[src/rtl/turn_delay_gen.sv]
module turn_delay_gen #(
  parameter int DW         = 12,
  parameter int BW         = 8,
  parameter int AW         = 8,
  parameter int LONG_TURN  = 3564,
  parameter int SHORT_TURN = 924
) (
  input  logic          clk,
  input  logic          rst_n,
  input  logic          int_mode,
  input  logic          short_ring,
  input  logic          trig_in,
  input  logic [DW-1:0] delay_set,
  input  logic          msg_we,
  input  logic [AW-1:0] msg_addr,
  input  logic [BW-1:0] msg_data,
  input  logic [AW-1:0] sel0,
  input  logic [AW-1:0] sel1,
  input  logic          hw_en,
  output logic          turn_out,
  output logic [BW-1:0] hw_byte0,
  output logic          hw_stb0,
  output logic [BW-1:0] hw_byte1,
  output logic          hw_stb1,
  output logic          present
);
  localparam int GW = DW + 1;

  logic [DW-1:0] len, eff, div_cnt, cnt;
  logic [GW-1:0] gap, twice;
  logic [BW-1:0] sh0, sh1;
  logic          div_tick, src, busy, fire;

  assign len      = short_ring ? SHORT_TURN[DW-1:0] : LONG_TURN[DW-1:0];
  assign twice    = {len, 1'b0};
  assign eff      = (delay_set >= len) ? len - 1'b1 : delay_set;
  assign div_tick = int_mode && (div_cnt >= len - 1'b1);
  assign src      = int_mode ? div_tick : trig_in;
  assign fire     = src ? (eff == '0) : (busy && cnt == DW'(1));

  always_ff @(posedge clk) begin
    if (!rst_n) div_cnt <= '0;
    else if (div_cnt >= len - 1'b1) div_cnt <= '0;
    else div_cnt <= div_cnt + 1'b1;
  end

  always_ff @(posedge clk) begin
    if (!rst_n) begin
      busy     <= 1'b0;
      cnt      <= '0;
      turn_out <= 1'b0;
    end else begin
      turn_out <= fire;
      if (src) begin
        busy <= (eff != '0);
        cnt  <= eff;
      end else if (busy) begin
        cnt <= cnt - 1'b1;
        if (cnt == DW'(1)) busy <= 1'b0;
      end
    end
  end

  always_ff @(posedge clk) begin
    if (!rst_n) begin
      sh0      <= '0;
      sh1      <= '0;
      hw_byte0 <= '0;
      hw_byte1 <= '0;
      hw_stb0  <= 1'b0;
      hw_stb1  <= 1'b0;
    end else begin
      if (msg_we && msg_addr == sel0) sh0 <= msg_data;
      if (msg_we && msg_addr == sel1) sh1 <= msg_data;
      hw_stb0 <= fire && hw_en;
      hw_stb1 <= fire && hw_en;
      if (fire && hw_en) begin
        hw_byte0 <= sh0;
        hw_byte1 <= sh1;
      end
    end
  end

  always_ff @(posedge clk) begin
    if (!rst_n) begin
      gap     <= '0;
      present <= 1'b0;
    end else if (src) begin
      gap     <= '0;
      present <= 1'b1;
    end else begin
      if (gap != '1) gap <= gap + 1'b1;
      if (gap == twice - 1'b1) present <= 1'b0;
    end
  end

  AST_CNT_CLAMPED: assert property (@(posedge clk) disable iff (!rst_n)
    busy |-> (cnt < LONG_TURN[DW-1:0]));
  AST_STB0_ON_TURN: assert property (@(posedge clk) disable iff (!rst_n)
    hw_stb0 |-> turn_out);
  AST_STB1_ON_TURN: assert property (@(posedge clk) disable iff (!rst_n)
    hw_stb1 |-> turn_out);
  AST_STB_NEEDS_EN: assert property (@(posedge clk) disable iff (!rst_n)
    (hw_stb0 || hw_stb1) |-> $past(hw_en));
  AST_BYTE_HOLDS: assert property (@(posedge clk) disable iff (!rst_n)
    !turn_out |-> ($stable(hw_byte0) && $stable(hw_byte1)));
  AST_PRESENT_SET: assert property (@(posedge clk) disable iff (!rst_n)
    $past(src) |-> present);
endmodule

[config.mk]
export PLATFORM = sky130hd
export DESIGN_NAME = turn_delay_gen
export DESIGN_NICKNAME = d
export VERILOG_FILES = /design/src/rtl/turn_delay_gen.sv
export SDC_FILE = /design/constraint.sdc
export NUM_CORES = 1
export LEC_CHECK = 0
export ABC_AREA = 0
export ABC_CLOCK_PERIOD_IN_PS = 2200
export BUFFER_PORTS_ARGS = -buffer_cell sky130_fd_sc_hd__buf_2
export CAP_MARGIN = 20
export CORE_UTILIZATION = 44
export DETAILED_ROUTE_END_ITERATION = 10
export GPL_TIMING_DRIVEN = 0
export PLACE_DENSITY = 0.65
export SYNTH_ARGS = -nofsm -noshare
export SYNTH_HDL_FRONTEND = slang
export SYNTH_SLANG_ARGS = --single-unit
[constraint.sdc]
create_clock -name clk -period 2.2 [get_ports clk]
set_input_delay 0.22 -clock clk [delete_from_list [all_inputs] [get_ports clk]]
set_output_delay 0.22 -clock clk [all_outputs]
set_load 0.02 [all_outputs]
After elaboration in Yosys (flattened, before gate mapping)
Index checks and enable logic that the tools add are counted.
{"block": "classes", "reduce_logical": 11, "bitwise": 1, "eq_ne": 5, "mux": 11, "addsub": 5, "order_cmp": 2}
{"operator": "$mux 12", "count": 4}
{"operator": "$ge 12x12->1", "count": 2}
{"operator": "$sub 12x1->12 const B", "count": 2}
{"operator": "$eq 8x8->1", "count": 2}
{"operator": "$add 13x1->13 const B", "count": 1}
{"operator": "$eq 13x13->1", "count": 1}
{"operator": "$ne 13x13->1 const B", "count": 1}
{"operator": "$sub 13x1->13 const B", "count": 1}
{"operator": "$add 12x1->12 const B", "count": 1}
{"operator": "$eq 12x1->1 const B", "count": 1}
{"operator": "$logic_not 12->1", "count": 1}
{"operator": "$reduce_bool 12->1", "count": 1}
{"operator": "$mux 1", "count": 7}
{"operator": "$logic_and 1x1->1", "count": 5}
{"operator": "$reduce_bool 2->1", "count": 2}
{"operator": "$reduce_or 2->1", "count": 2}
{"operator": "$not 1->1", "count": 1}
{"block": "word_totals", "out_inout_bits": 20, "input_bits": 51, "word_cells": 46, "regBits": 73}

Logic depth before layout (Yosys ltp)
{"block": "depth", "depth_word": 7, "depth_mapped": 9}

Worst setup path after synthesis
No wires, ideal clock.
{"block": "synth_path", "path_type": "register -> register", "start": "reg div_cnt[5]", "end": "reg gap[3]", "path_stages_with_launch": 9, "setup_slack_ns": 0.343, "period_less_slack_ns": 1.857, "arrival_ns": 1.777, "path_buffers": 2, "required_ns": 2.121, "cell_sequence": "dfxtp_1 -> ha_1 -> o21ai_0 -> a221oi_2 -> o31ai_2 -> buf_6 -> nand2_1 -> buf_2 -> a211oi_2"}
{"block": "synth_via", "elab_chain_len": 4}
{"element": "start: declaration", "line_no": "29", "source": "logic [DW-1:0] len, eff, div_cnt, cnt;"}
{"element": "start signal: assignment", "line_no": "44", "source": "else div_cnt <= div_cnt + 1'b1;"}
{"element": "$ge 12x12->1", "line_no": "37", "source": "assign div_tick = int_mode && (div_cnt >= len - 1'b1);"}
{"element": "$logic_and 1x1->1", "line_no": "37"}
{"element": "$mux 1", "line_no": "38", "source": "assign src = int_mode ? div_tick : trig_in;"}
{"element": "$reduce_or 2->1 (no line)"}
{"element": "end signal: assignment", "line_no": "92", "source": "if (gap != '1) gap <= gap + 1'b1;"}
{"element": "end: declaration", "line_no": "30", "source": "logic [GW-1:0] gap, twice;"}
Every way passes these cells.
A chain may end at the register's enable or synchronous reset.

Final worst setup path
{"block": "layout_path", "start": "in short_ring", "end": "reg hw_byte0[0]"}
{"block": "layout_via", "elab_chain_len": 7, "elab_cells_between_ends": 10, "classes_between": "1 x add/sub; 2 x order compare; 4 x mux; 3 x reduce/logical"}
{"element": "start: declaration", "line_no": "11", "source": "input logic short_ring,"}
{"element": "$mux 12 *", "line_no": "34", "source": "assign len = short_ring ? SHORT_TURN[DW-1:0] : LONG_TURN[DW-1:0];"}
{"element": "$sub 12x1->12", "line_no": "36, 37"}
{"element": "$ge 12x12->1", "line_no": "37"}
{"element": "$logic_and 1x1->1", "line_no": "37"}
{"element": "$mux 1", "line_no": "38"}
{"element": "$mux 1 *", "line_no": "39", "source": "assign fire = src ? (eff == '0) : (busy && cnt == DW'(1));"}
{"element": "$logic_and 1x1->1 *", "line_no": "77", "source": "if (fire && hw_en) begin"}
{"element": "end signal: assignment", "line_no": "68", "source": "hw_byte0 <= '0;"}
{"element": "end signal: assignment", "line_no": "78", "source": "hw_byte0 <= sh0;"}
{"element": "end: declaration", "line_no": "21", "source": "output logic [BW-1:0] hw_byte0,"}
Mark *: on every way between the ends. The rest lies on a longest branch, timed or not.

==> results.py <==
metrics = {
    "run_status": {
        "status": "finished clean",
    },
    "setup_path": {
        "criticalPathCategory": "in2reg",
        "slowest_delay_ns": 0.42,
        "end_kind": "register",
        "arrival_ns": 2.32,
        "crit_slowest_cell": "a221oi_2",
        "worst-path-max-fanout": 12,
        "startpoint_type": "input pin",
        "cp.required_ns": 2.45,
        "cp_cell_sequence": "buf_2, inv_1, ha_1, o211ai_1, a221oi_2, o31ai_4, clkbuf_1, o311ai_1",
    },
    "layout": {
        "nets": 655,
        "instances_no_fill": 703,
        "final_area_um2": 4890,
        "area_growth_pct": 18.3,
        "n_antenna_cell": 0,
        "drive_gt1_share_pct": 19.8,
    },
    "die": {
        "boundaryPins": 71,
        "initial_utilization_pct": 45.2,
        "dieArea_um2": 9790,
        "rows": 35,
        "core_um2": 9150,
        "die_width_um": 98.9,
        "die_h_um": 98.9,
    },
    "clock_network": {
        "cts_hold_buf": 0,
        "clock_latency_ns": 0.35,
        "clock-sinks": 73,
        "path_clk_slew_ns": 0.08,
        "clk_path_buf_depth": 2,
        "root_buffer": "clkbuf_8",
        "cts_tree": "built",
        "cts_made_buffers": 9,
        "htree_levels": 3,
    },
    "placement": {
        "dp_slack_ns": -0.294,
        "place_hpwl_mm": 7.86,
        "port-buffer-count": 69,
        "gp_congestion": 0.832,
        "place_area_um2": 4620,
        "place_inst": 686,
    },
    "grt": {
        "antenna_found_initial": 0,
        "grt_max_degree": 13,
        "grt_pass1_vias": 3809,
        "grt_pass1_wl_mm": 17.7,
        "grt_overflow": 0,
        "track_usage_pct": 22.7,
    },
    "route": {
        "first_pass_iters": 5,
        "viasPerCell": 5.66,
        "drt_wl_total_mm": 10.5,
        "ant_nets": 0,
        "num_vias": 3982,
        "drt_iter0_drc": 224,
        "drc_errors": 0,
        "wl_per_cell_um": 15.0,
    },
    "min_path": {
        "min_path_type": "in2reg",
    },
    "synth": {
        "netlist_instances": 506,
        "synth_most_common_cell": "dfxtp_1",
        "yosysWarnings": 0,
        "synth_area_leader_cell": "dfxtp_1",
        "synth-seq-cells": 73,
        "synth_commonest_cells": "dfxtp_1 (73), nand2_1 (57), nor2_1 (46)",
        "syn_nets": 573,
        "synth_top_area_share_pct": 35.3,
        "ys_seq_area_share_pct": 35.3,
        "ys.flop_type": "dfxtp_1",
        "ys_types": 51,
        "synth.area.top_cells": "dfxtp_1 (35%), xnor2_1 (6.8%), nand2_1 (5.2%)",
        "synth_edf_count": 0,
        "synth_area_um2": 4140,
        "synthArstFlopShare_pct": 0,
        "avgSynthCellArea_um2": 8.17,
    },
    "timing": {
        "slew_headroom_pct": 42.3,
        "finalSetupViolCount": 0,
        "rsz0062_at_grt": "false",
        "fin_ws_ns": 0.127,
        "whs_ns": 0.118,
        "max_clock_freq_ghz": 0.482,
        "fin_crit_ns": 2.07,
        "fin_setup_tns_ns": 0,
        "hold_violations": 0,
        "slew_violations": 0,
        "finClkSkew_ns": 0.0111,
        "worst_slew_pin_slew_ns": 0.861,
        "fin_crit_sh_pct": 94.2,
    },
    "power": {
        "ir_drop_mv": 0.294,
        "power_density_nw_per_um2": 635,
        "leakage_nw": 1.82,
    },
    "run": {
        "maxCapViolations": 0,
    },
}
## through the flow
stage	power (mW)	util, %
floorplan	1.70	-
global placement	1.84	50.5
detailed placement	1.85	50.5
CTS	3.13	53.1
global route	3.25	53.4
finish	3.11	53.4
## routing by layer
| layer | vias up | track usage (%) | wire length (µm) |
|---|---|---|---|
| met4 | 0 | 9.64 | 180 |
| li1 | 2002 | - | - |
| met5 | - | 0 | 0 |
| met3 | 15 | 4.18 | 617 |
| met2 | 133 | 36.5 | 4980 |
| met1 | 1832 | 29.7 | 4750 |
## worst max-delay path, delay by kind of cell
family / cells / cell delay, ns
AOI/OAI and AO/OA: 4 / 1.07
buffers and inverters: 3 / 0.72
adders and majority gates: 1 / 0.31
## area by class of cell
class                           count  area, µm²
Buffer                             33        176
Clock buffer                       10        138
Clock inverter                      5        104
Fill cell                         877       4260
Inverter                           12       45.0
Multi-Input combinational cell    388       2470
Sequential cell                    73       1460
Tap cell                          111        139
Timing Repair Buffer               71        360
## cells by family after synthesis
family	Yosys count	share of synthesized area, %
compound gates	104	16.3
simple gates	209	25.3
mux	16	3.87
buf+inv	45	5.23
xor+xnor	43	9.11
flops	73	35.3
fa+ha+maj	16	4.84
## where the power goes
part / switching, mW / internal, mW
sequential: 0.0406 / 1.36
combinational: 0.248 / 0.177
clock: 0.504 / 0.778
total: 0.793 / 2.31
## sequential cells by signal, indices dropped and copies added, names as in the netlist
name and cells:
hw_byte1 8, hw_stb1 1, cnt 12, gap 13
busy 1, present 1, div_cnt 12, hw_byte0 8
sh0 8, sh1 8, turn_out 1
## what timing repair did
item | in CTS | in global routing
resized for setup | 0 | 8
hold endpoints to repair | 0 | 0
buffers inserted | 0 | 2
endpoints found under the setup margin | 0 | 39
## worst paths after layout
check	to	slack, ns	start	cells after the start
worst max-delay path	hw_byte0[0]$_SDFFE_PN0P_	0.13	short_ring	8
worst min-delay path	sh0[5]$_SDFFE_PN0P_	0.12	msg_data[5]	3
worst max register to register	hw_byte0[0]$_SDFFE_PN0P_	0.13	div_cnt[0]$_SDFF_PP0_	6
worst min register to register	div_cnt[0]$_SDFF_PP0_	0.47	div_cnt[0]$_SDFF_PP0_	1
## layout by cell type (no fill, tap or decap), drive strengths merged, types with 2 or more instances in the layout
| cell | count |
|---|---|
| buf | 88 |
| dfxtp | 73 |
| nand2 | 57 |
| nor2 | 46 |
| a21oi | 38 |
| xnor2 | 32 |
| nor3 | 30 |
| nand4 | 27 |
| o21ai | 26 |
| clkbuf | 26 |
| nand3 | 21 |
| mux2i | 16 |
| ha | 16 |
| o311ai | 16 |
| inv | 12 |
| xor2 | 11 |
| nor4 | 6 |
| a31oi | 4 |
| and3 | 4 |
| o311a | 4 |
| a211oi | 4 |
| and4 | 3 |
| bufinv | 3 |
| o211ai | 2 |
| nor3b | 2 |
| or3 | 2 |
| or2 | 2 |
| nor4b | 2 |
| o21bai | 2 |
| nor2b | 2 |
| clkinv | 2 |
Note: power is estimated with default switching activity, not from simulation.
